File: config.mk
export PLATFORM = sky130hd
export DESIGN_NAME = quad_lane_deskew
export DESIGN_NICKNAME = d
export VERILOG_FILES = /design/src/rtl/deskew_pkg.sv /design/src/rtl/lane_delay.sv /design/src/rtl/marker_window.sv /design/src/rtl/lock_fsm.sv /design/src/rtl/quad_lane_deskew.sv
export SDC_FILE = /design/constraint.sdc
export NUM_CORES = 1
export LEC_CHECK = 0
export ABC_AREA = 0
export BUFFER_PORTS_ARGS = -buffer_cell sky130_fd_sc_hd__buf_2
export CAP_MARGIN = 40
export CORE_MARGIN = 1.5
export CORE_UTILIZATION = 35
export DETAILED_ROUTE_END_ITERATION = 10
export GPL_TIMING_DRIVEN = 0
export HOLD_SLACK_MARGIN = 0.08
export PLACE_DENSITY_LB_ADDON = 0.1
export SLEW_MARGIN = 20
export SYNTH_ARGS = -nofsm -noshare
export SYNTH_HDL_FRONTEND = slang
export SYNTH_SLANG_ARGS = --single-unit
File: constraint.sdc
create_clock -name clk -period 5.38 [get_ports clk]
set_input_delay 1.076 -clock clk [delete_from_list [all_inputs] [get_ports clk]]
set_output_delay 1.076 -clock clk [all_outputs]
set_load 0.005 [all_outputs]
File: src/rtl/deskew_pkg.sv
package deskew_pkg;
  // lane symbol values the block recognises or produces
  localparam logic [7:0] MARK_CHAR = 8'h7C;
  localparam logic [7:0] IDLE_CHAR = 8'h07;

  typedef enum logic {
    ST_HUNT   = 1'b0,
    ST_LOCKED = 1'b1
  } lock_state_e;
endpackage

File: src/rtl/lane_delay.sv
module lane_delay #(
  parameter int          SYM_W    = 9,
  parameter int          MAX_SKEW = 4,
  parameter int          SEL_W    = 3,
  parameter logic [SYM_W-1:0] RST_SYM = '0
) (
  input  logic             clk,
  input  logic             rst_n,
  input  logic [SYM_W-1:0] din,
  input  logic [SEL_W-1:0] sel,
  output logic [SYM_W-1:0] dout
);
  logic [SYM_W-1:0] line_q [MAX_SKEW];
  logic [SYM_W-1:0] tap;

  // delay line: stage k holds the symbol from k+1 cycles ago
  generate
    for (genvar k = 0; k < MAX_SKEW; k++) begin : g_stage
      if (k == 0) begin : g_first
        always_ff @(posedge clk or negedge rst_n) begin
          if (!rst_n) line_q[k] <= RST_SYM;
          else        line_q[k] <= din;
        end
      end else begin : g_rest
        always_ff @(posedge clk or negedge rst_n) begin
          if (!rst_n) line_q[k] <= RST_SYM;
          else        line_q[k] <= line_q[k-1];
        end
      end
    end
  endgenerate

  always_comb begin
    tap = din;
    for (int k = 0; k < MAX_SKEW; k++) begin
      if (sel == SEL_W'(k + 1)) tap = line_q[k];
    end
  end

  always_ff @(posedge clk or negedge rst_n) begin
    if (!rst_n) dout <= RST_SYM;
    else        dout <= tap;
  end

  AST_TAP_RANGE: assert property (@(posedge clk) disable iff (!rst_n)
    sel <= SEL_W'(MAX_SKEW));
endmodule

File: src/rtl/marker_window.sv
module marker_window #(
  parameter int LANES    = 4,
  parameter int MAX_SKEW = 4,
  parameter int SEL_W    = 3
) (
  input  logic                   clk,
  input  logic                   rst_n,
  input  logic [LANES-1:0]       hit,
  input  logic                   sync_all,
  output logic                   event_ok,
  output logic                   event_bad,
  output logic [LANES*SEL_W-1:0] delay_flat
);
  logic                 win_q, win_d;
  logic [SEL_W-1:0]     wcnt_q, wcnt_d;
  logic [LANES-1:0]     seen_q, seen_d, seen_n;
  logic [SEL_W-1:0]     off_q [LANES];
  logic [SEL_W-1:0]     off_d [LANES];
  logic [SEL_W-1:0]     cur;
  logic                 complete, expire;

  // offset of the current cycle from the first marker of the row
  always_comb begin
    cur      = win_q ? (wcnt_q + SEL_W'(1)) : '0;
    seen_n   = (win_q ? seen_q : '0) | hit;
    complete = sync_all && (win_q || (|hit)) && (&seen_n);
    expire   = sync_all && win_q && !complete && (cur == SEL_W'(MAX_SKEW));
  end

  generate
    for (genvar i = 0; i < LANES; i++) begin : g_dly
      logic [SEL_W-1:0] off_eff;
      always_comb begin
        off_eff = (win_q && seen_q[i]) ? off_q[i] : cur;
        delay_flat[i*SEL_W +: SEL_W] = cur - off_eff;
      end
    end
  endgenerate

  assign event_ok  = complete;
  assign event_bad = expire;

  // next state
  always_comb begin
    win_d  = win_q;
    wcnt_d = wcnt_q;
    seen_d = seen_q;
    for (int i = 0; i < LANES; i++) off_d[i] = off_q[i];
    if (!sync_all || complete || expire) begin
      win_d  = 1'b0;
      seen_d = '0;
    end else if (!win_q && (|hit)) begin
      win_d  = 1'b1;
      wcnt_d = '0;
      seen_d = hit;
      for (int i = 0; i < LANES; i++) if (hit[i]) off_d[i] = '0;
    end else if (win_q) begin
      wcnt_d = cur;
      seen_d = seen_n;
      for (int i = 0; i < LANES; i++) if (hit[i] && !seen_q[i]) off_d[i] = cur;
    end
  end

  always_ff @(posedge clk or negedge rst_n) begin
    if (!rst_n) begin
      win_q  <= 1'b0;
      wcnt_q <= '0;
      seen_q <= '0;
      for (int i = 0; i < LANES; i++) off_q[i] <= '0;
    end else begin
      win_q  <= win_d;
      wcnt_q <= wcnt_d;
      seen_q <= seen_d;
      for (int i = 0; i < LANES; i++) off_q[i] <= off_d[i];
    end
  end

  AST_WINDOW_BOUND: assert property (@(posedge clk) disable iff (!rst_n)
    win_q |-> (wcnt_q < SEL_W'(MAX_SKEW)));
endmodule

File: src/rtl/lock_fsm.sv
module lock_fsm
  import deskew_pkg::*;
#(
  parameter int LANES       = 4,
  parameter int SEL_W       = 3,
  parameter int LOCK_EVENTS = 4
) (
  input  logic                   clk,
  input  logic                   rst_n,
  input  logic                   sync_all,
  input  logic                   event_ok,
  input  logic                   event_bad,
  input  logic [LANES*SEL_W-1:0] delay_in,
  output logic [LANES*SEL_W-1:0] delay_q,
  output logic                   locked
);
  localparam int CW = $clog2(LOCK_EVENTS + 1);

  lock_state_e            state_q, state_d;
  logic [CW-1:0]          cnt_q, cnt_d;
  logic [LANES*SEL_W-1:0] delay_d;
  logic                   same;
  logic [CW-1:0]          cnt_inc;

  always_comb begin
    same    = (delay_in == delay_q);
    cnt_inc = (same && cnt_q != '0) ? (cnt_q + CW'(1)) : CW'(1);
    state_d = state_q;
    cnt_d   = cnt_q;
    delay_d = delay_q;
    if (!sync_all || event_bad) begin
      state_d = ST_HUNT;
      cnt_d   = '0;
    end else if (event_ok) begin
      delay_d = delay_in;
      if (state_q == ST_LOCKED) begin
        if (!same) begin
          state_d = ST_HUNT;
          cnt_d   = CW'(1);
        end
      end else begin
        cnt_d = cnt_inc;
        if (cnt_inc == CW'(LOCK_EVENTS)) state_d = ST_LOCKED;
      end
    end
  end

  always_ff @(posedge clk or negedge rst_n) begin
    if (!rst_n) begin
      state_q <= ST_HUNT;
      cnt_q   <= '0;
      delay_q <= '0;
    end else begin
      state_q <= state_d;
      cnt_q   <= cnt_d;
      delay_q <= delay_d;
    end
  end

  assign locked = (state_q == ST_LOCKED);

  AST_LOCK_NEEDS_EVENT: assert property (@(posedge clk) disable iff (!rst_n)
    $rose(locked) |-> $past(event_ok));
  AST_BAD_DROPS: assert property (@(posedge clk) disable iff (!rst_n)
    (locked && event_bad) |=> !locked);
  AST_SYNC_DROP: assert property (@(posedge clk) disable iff (!rst_n)
    !sync_all |=> !locked);
  AST_SHIFT_DROPS: assert property (@(posedge clk) disable iff (!rst_n)
    (locked && event_ok && (delay_in != delay_q)) |=> !locked);
endmodule

File: src/rtl/quad_lane_deskew.sv
module quad_lane_deskew
  import deskew_pkg::*;
#(
  parameter int LANES       = 4,
  parameter int BYTE_W      = 8,
  parameter int MAX_SKEW    = 4,
  parameter int LOCK_EVENTS = 4
) (
  input  logic                      clk,
  input  logic                      rst_n,
  input  logic [LANES*BYTE_W-1:0]   rx_data,
  input  logic [LANES-1:0]          rx_ctrl,
  input  logic [LANES-1:0]          rx_sync,
  output logic [LANES*BYTE_W-1:0]   out_data,
  output logic [LANES-1:0]          out_ctrl,
  output logic                      out_valid
);
  localparam int SEL_W = $clog2(MAX_SKEW + 1);
  localparam int SYM_W = BYTE_W + 1;
  localparam logic [SYM_W-1:0] IDLE_SYM = {1'b1, BYTE_W'(IDLE_CHAR)};

  logic                   sync_all;
  logic [LANES-1:0]       hit;
  logic                   event_ok, event_bad, locked;
  logic [LANES*SEL_W-1:0] delay_new, delay_use;
  logic [SYM_W-1:0]       staged [LANES];

  assign sync_all = &rx_sync;

  generate
    for (genvar i = 0; i < LANES; i++) begin : g_lane
      assign hit[i] = rx_ctrl[i] && (rx_data[i*BYTE_W +: BYTE_W] == BYTE_W'(MARK_CHAR));

      lane_delay #(
        .SYM_W   (SYM_W),
        .MAX_SKEW(MAX_SKEW),
        .SEL_W   (SEL_W),
        .RST_SYM (IDLE_SYM)
      ) u_delay (
        .clk  (clk),
        .rst_n(rst_n),
        .din  ({rx_ctrl[i], rx_data[i*BYTE_W +: BYTE_W]}),
        .sel  (delay_use[i*SEL_W +: SEL_W]),
        .dout (staged[i])
      );

      always_comb begin
        if (locked) begin
          out_ctrl[i]                  = staged[i][SYM_W-1];
          out_data[i*BYTE_W +: BYTE_W] = staged[i][BYTE_W-1:0];
        end else begin
          out_ctrl[i]                  = 1'b1;
          out_data[i*BYTE_W +: BYTE_W] = BYTE_W'(IDLE_CHAR);
        end
      end
    end
  endgenerate

  marker_window #(
    .LANES   (LANES),
    .MAX_SKEW(MAX_SKEW),
    .SEL_W   (SEL_W)
  ) u_window (
    .clk       (clk),
    .rst_n     (rst_n),
    .hit       (hit),
    .sync_all  (sync_all),
    .event_ok  (event_ok),
    .event_bad (event_bad),
    .delay_flat(delay_new)
  );

  lock_fsm #(
    .LANES      (LANES),
    .SEL_W      (SEL_W),
    .LOCK_EVENTS(LOCK_EVENTS)
  ) u_lock (
    .clk      (clk),
    .rst_n    (rst_n),
    .sync_all (sync_all),
    .event_ok (event_ok),
    .event_bad(event_bad),
    .delay_in (delay_new),
    .delay_q  (delay_use),
    .locked   (locked)
  );

  assign out_valid = locked;

  AST_VALID_NEEDS_SYNC: assert property (@(posedge clk) disable iff (!rst_n)
    (rx_sync != {LANES{1'b1}}) |=> !out_valid);
endmodule

-- Yosys cells after proc, flatten, opt, wreduce, memory -nomap -nowiden
Cells that the tools add are included.
- flip-flop bits (word level): 216
- bits of input ports: 42
- add/sub/neg operators: 6
- equality and inequality tests: 28
- muxes and demuxes: 57
- bitwise logic cells: 3
- reductions and logical operators: 49
- operators by type and width (cell ; count):
    $mux 9 ; 16
    $mux 3 ; 20
    $eq 8x7->1 const B ; 4
    $mux 8 ; 4
    $eq 3x2->1 const B ; 8
    $mux 12 ; 2
    $reduce_and 4->1 ; 6
    $logic_and 1x1->1 ; 19
    $eq 3x3->1 const B ; 6
    $mux 4 ; 4
    $reduce_bool 2->1 ; 7
    $eq 12x12->1 ; 1
    $eq 3x1->1 const B ; 4
    $sub 3x3->3 ; 4
    $mux 1 ; 11
    $ne 2x1->1 const B ; 4
    $logic_not 1->1 ; 7
    $add 3x1->3 const B ; 2
    $reduce_and 2->1 ; 3
    $reduce_bool 3->1 ; 2
    $logic_or 1x1->1 ; 4
    $or 4x4->4 ; 1
    $reduce_or 4->1 ; 1
    $ne 3x3->1 const B ; 1
    $not 1->1 ; 2

-- Logic depth before layout (Yosys ltp)
- depth in word-level cells: 12
- gate-level depth with buffers: 11

-- Hierarchy
Synthesis repeated with hierarchy kept, for this count alone.
- cells, all modules: 760
- area, all modules: 9342.7 um^2
- modules (own cells, without submodules) (module ; times used ; cells each ; area each (um^2) ; seq. area each (um^2)):
    lane_delay ; 4 ; 119 ; 1670.4 ; 1151.1
    marker_window ; 1 ; 156 ; 1418.9 ; 500.5
    lock_fsm ; 1 ; 72 ; 868.3 ; 400.4
    quad_lane_deskew ; 1 ; 56 ; 374.1 ; 0.0

-- Worst setup path after synthesis
Ideal clock, no wire load.
- path kind: register -> register
- start point: register u_window.wcnt_q[0]
- end point: register u_lock.cnt_q[0]
- arrival: 2582 ps
- slack: 2675 ps
- cell stages (with the launch flop): 10
- path buffers: 0
- clock period less this slack: 2705 ps
- cells stage by stage: dfrtp_1 ha_1 and2_1 inv_1 fa_1 xnor2_1 nor4_1 and3_1 nand3_4 o221a_1
- word-level cells in the longest chain between the ends: 10
- elaborated cells on any way between the ends: 22
- classes of those cells: add/sub: 5; eq/ne: 3; mux: 9; reduce/logical: 5
- RTL lines (item ; RTL line ; text):
    start, declared ; marker_window.sv:15 ; logic [SEL_W-1:0] wcnt_q, wcnt_d;
    start signal, assigned ; marker_window.sv:72 ; wcnt_q <= wcnt_d;
    $add 3x1->3 * ; marker_window.sv:24 ; cur = win_q ? (wcnt_q + SEL_W'(1)) : '0;
    $mux 3 * ; marker_window.sv:24 ;
    $mux 3 ; marker_window.sv:34 ; off_eff = (win_q && seen_q[i]) ? off_q[i] : cur;
    $sub 3x3->3 ; marker_window.sv:35 ; delay_flat[i*SEL_W +: SEL_W] = cur - off_eff;
    $eq 12x12->1 ; lock_fsm.sv:26 ; same = (delay_in == delay_q);
    $logic_and 1x1->1 ; lock_fsm.sv:27 ; cnt_inc = (same && cnt_q != '0) ? (cnt_q + CW'(1)) : CW'(1);
    $mux 3 ; lock_fsm.sv:27 ;
    $mux 3 ; lock_fsm.sv:36 ; if (state_q == ST_LOCKED) begin
    $mux 3 ; lock_fsm.sv:34 ; end else if (event_ok) begin
    $mux 3 ; lock_fsm.sv:31 ; if (!sync_all || event_bad) begin
    end signal, assigned ; lock_fsm.sv:55 ; cnt_q <= cnt_d;
    end, declared ; lock_fsm.sv:20 ; logic [CW-1:0] cnt_q, cnt_d;
Mark *: on every way between the ends. The rest lies on a longest branch, timed or not. The select of a mux whose other input is x is not followed.
A chain may end at the register's enable or synchronous reset.

-- Final worst setup path
Same ends and word-level chain as after synthesis.

==> results.sh <==
export IMPL_yosys_area_top_type="dfrtp_1"
export IMPL_worst_slew_pin_slew_ps=784
export IMPL_vias=5689
export IMPL_hold_end="g_lane[2].u_delay.line_q[8]"
export IMPL_insertedDiodeCount=0
export IMPL_synth_area_top_cells="dfrtp_1, dfstp_2, mux2_2, a22oi_1, o21ai_0"
export IMPL_regToRegSetupSlack_ps=1910
export IMPL_synthTopCellsByCount="dfrtp_1, dfstp_2, o21ai_0"
export IMPL_yosysMostFrequentCell="dfrtp_1"
export IMPL_endpoint_kind="flip-flop"
export IMPL_cts_tree="built"
export IMPL_htreeDepth=1
export IMPL_yosysTopAreaCellShare_pct=39.2
export IMPL_pin_count=79
export IMPL_yosysUniqueCellTypes=52
export IMPL_drt_iter0_drc=342
export IMPL_dieArea_um2=25800
export IMPL_layout_drive_gt1_share_pct=32.1
export IMPL_routed_via_density=5.01
export IMPL_yosysSeqAreaShare_pct=63.4
export IMPL_core_um2=24300
export IMPL_drc=0
export IMPL_syn_inst=683
export IMPL_die_w_um=161
export IMPL_postCtsHoldBufs=0
export IMPL_r2r_cells=9
export IMPL_cp_data_required_time_ps=5780
export IMPL_synth_edff_count=0
export IMPL_grt_first_pass_wirelength_um=33900
export IMPL_post_route_min_period_ps=3470
export IMPL_clock_fmax_ghz=0.289
export IMPL_post_place_ws_ps=1950
export IMPL_final_cell_count_no_fill=1135
export IMPL_wirelength_um=20900
export IMPL_nNetsFinal=846
export IMPL_grt_pass1_vias=6002
export IMPL_fin_crit_sh_pct=64.4
export IMPL_netlist_area_um2=8690
export IMPL_max_cap_violations=0
export IMPL_worstHoldStart="g_lane[2].u_delay.line_q[17]"
export IMPL_rsz0062_at_grt="false"
export IMPL_ir_drop_v=0.000232
export IMPL_maxSlewHeadroom_pct=47.8
export IMPL_setup_viol=0
export IMPL_critPathKind="reg2reg"
export IMPL_die_h_um=161
export IMPL_avgSynthCellArea_um2=12.7
export IMPL_finClkSkew_ps=12.2
export IMPL_syn_num_nets=736
export IMPL_finalHoldViolCount=0
export IMPL_powerDensity_nw_per_um2=340
export IMPL_drtAntennaViolNets=0
export IMPL_post_cts_buffers=0
export IMPL_yosysWarningCount=0
export IMPL_status="finished clean"
export IMPL_cts_root_buf="clkbuf_16"
export IMPL_grt_ovfl_total=0
export IMPL_hpwl_um=13500
export IMPL_clk_pin_slew_ps=60
export IMPL_io_buffers=78
export IMPL_seq_area_um2=5510
export IMPL_dr_pass1_iters=5
export IMPL_place_congestion=0.755
export IMPL_post_route_util_pct=42.5
export IMPL_fillers=2304
export IMPL_grt_total_usage_pct=16.7
export IMPL_area_growth_pct=19.0
export IMPL_clock_latency_ps=520
export IMPL_reg2reg_to="u_lock.cnt_q[0]"
export IMPL_grt_max_degree=98
export IMPL_synth_flop_cell="dfrtp_1"
export IMPL_antenna_found_initial=0
export IMPL_cp_arrival_ps=3870
export IMPL_async_flop_share_pct=100
export IMPL_multiInputGateArea_um2=3000
export IMPL_synth_seq_cells=216
export IMPL_maxSlewViolCount=0
export IMPL_power_leakage_nw=4.22
export IMPL_rows=57
export IMPL_start_util_pct=35.7
export IMPL_crit_fanout=8
export IMPL_fin_ws_ps=1910
export IMPL_clkSinkCount=216
export IMPL_wire_per_inst_um=18.4
export IMPL_ctsResizeCount=0
export IMPL_reg2reg_from="u_window.wcnt_q[0]"
export IMPL_clockBufferDepth=3
export IMPL_crit_path_start_kind="flip-flop"
export IMPL_hold_class="reg2reg"
export IMPL_worstHoldPathCells=0
export IMPL_placed_cells=1088
export IMPL_numCtsBuffers=24
[report_power, final]
| part | total [mW] | internal [mW] | switching (mW) |
|---|---|---|---|
| sequential | 1.77 | 1.74 | 0.0340 |
| combinational | 0.176 | 0.0698 | 0.107 |
| clock | 1.56 | 0.905 | 0.658 |
[placed cells by master (no fill, tap or decap), types with 17 or more instances in the layout]
cell type,n
dfrtp_1,136
buf_2,84
dfstp_2,80
o21ai_0,58
nand2_1,56
a22oi_1,50
mux2_2,36
clkbuf_1,29
and2_1,29
clkbuf_16,25
nor2b_1,23
nor2_1,18
nand2b_1,17
[state kept, by name (all words and copies together) (netlist names)]
register and cells:
u_window.wcnt_q 3, g_lane.u_delay.dout 36, u_lock.locked 1, u_lock.delay_q 12
g_lane.u_delay.line_q 144, u_window.win_q 1, u_lock.cnt_q 3, u_window.off_q 12
u_window.seen_q 4
[critical path, cell delays in order (launching register included)]
cell and delay (ps):
dfrtp_1 520, ha_1 490, and2_1 240, inv_1 340
fa_1 530, xnor2_1 160, nor4_1 350, and3_1 330
nand3_4 120, o221a_1 280
[metrics by stage]
| stage | TNS (ps) | cell area, µm² | power [mW] | hold WS, ps |
|---|---|---|---|---|
| 2_1_floorplan | 0 | 8690 | 1.87 | 349 |
| 3_3_place_gp | -30970 | 9480 | 1.96 | 350 |
| 3_5_place_dp | 0 | 9560 | 1.98 | 355 |
| 4_1_cts | 0 | 10300 | 3.57 | 365 |
| 5_1_grt | 0 | 10300 | 3.66 | 367 |
| 6_report | 0 | 10300 | 3.51 | 360 |
[metal layers]
layer / track usage, % / up-vias / share of wire (%) / routed length [µm]
li1: - / 2633 / - / -
met1: 23.8 / 2900 / 48 / 9910
met2: 26.6 / 130 / 47 / 9720
met3: 2.92 / 26 / 4.2 / 873
met4: 3.65 / 0 / 1.7 / 364
met5: 0 / - / 0 / 0
[layout make-up]
class	count	area share (%)
flip-flops and latches	216	53.3
well taps	324	3.92
repair buffers	84	4.67
clock buffers	34	6.77
plain buffers	37	1.49
clock inverters	10	0.533
multi-input cells	422	29.1
inverters	8	0.291
[cell families after synthesis]
group / Yosys count / share of synthesized area (%)
buf+inv: 45 / 2.12
flops: 216 / 63.4
simple gates: 183 / 11.3
compound gates: 163 / 12.7
mux: 44 / 5.59
xor+xnor: 21 / 3.00
fa+ha+maj: 11 / 1.93
[worst max path at each step]
stage	end	start
5_1_grt	u_lock.cnt_q[1]	u_window.wcnt_q[0]
4_1_cts	u_lock.cnt_q[0]	u_window.wcnt_q[0]
2_1_floorplan	u_lock.cnt_q[0]	u_window.wcnt_q[0]
6_report	u_lock.cnt_q[0]	u_window.wcnt_q[0]
3_5_place_dp	u_lock.cnt_q[0]	u_window.wcnt_q[0]
3_3_place_gp	g_lane[3].u_delay.line_q[16]	rst_n
(Power assumes the default switching activity.)
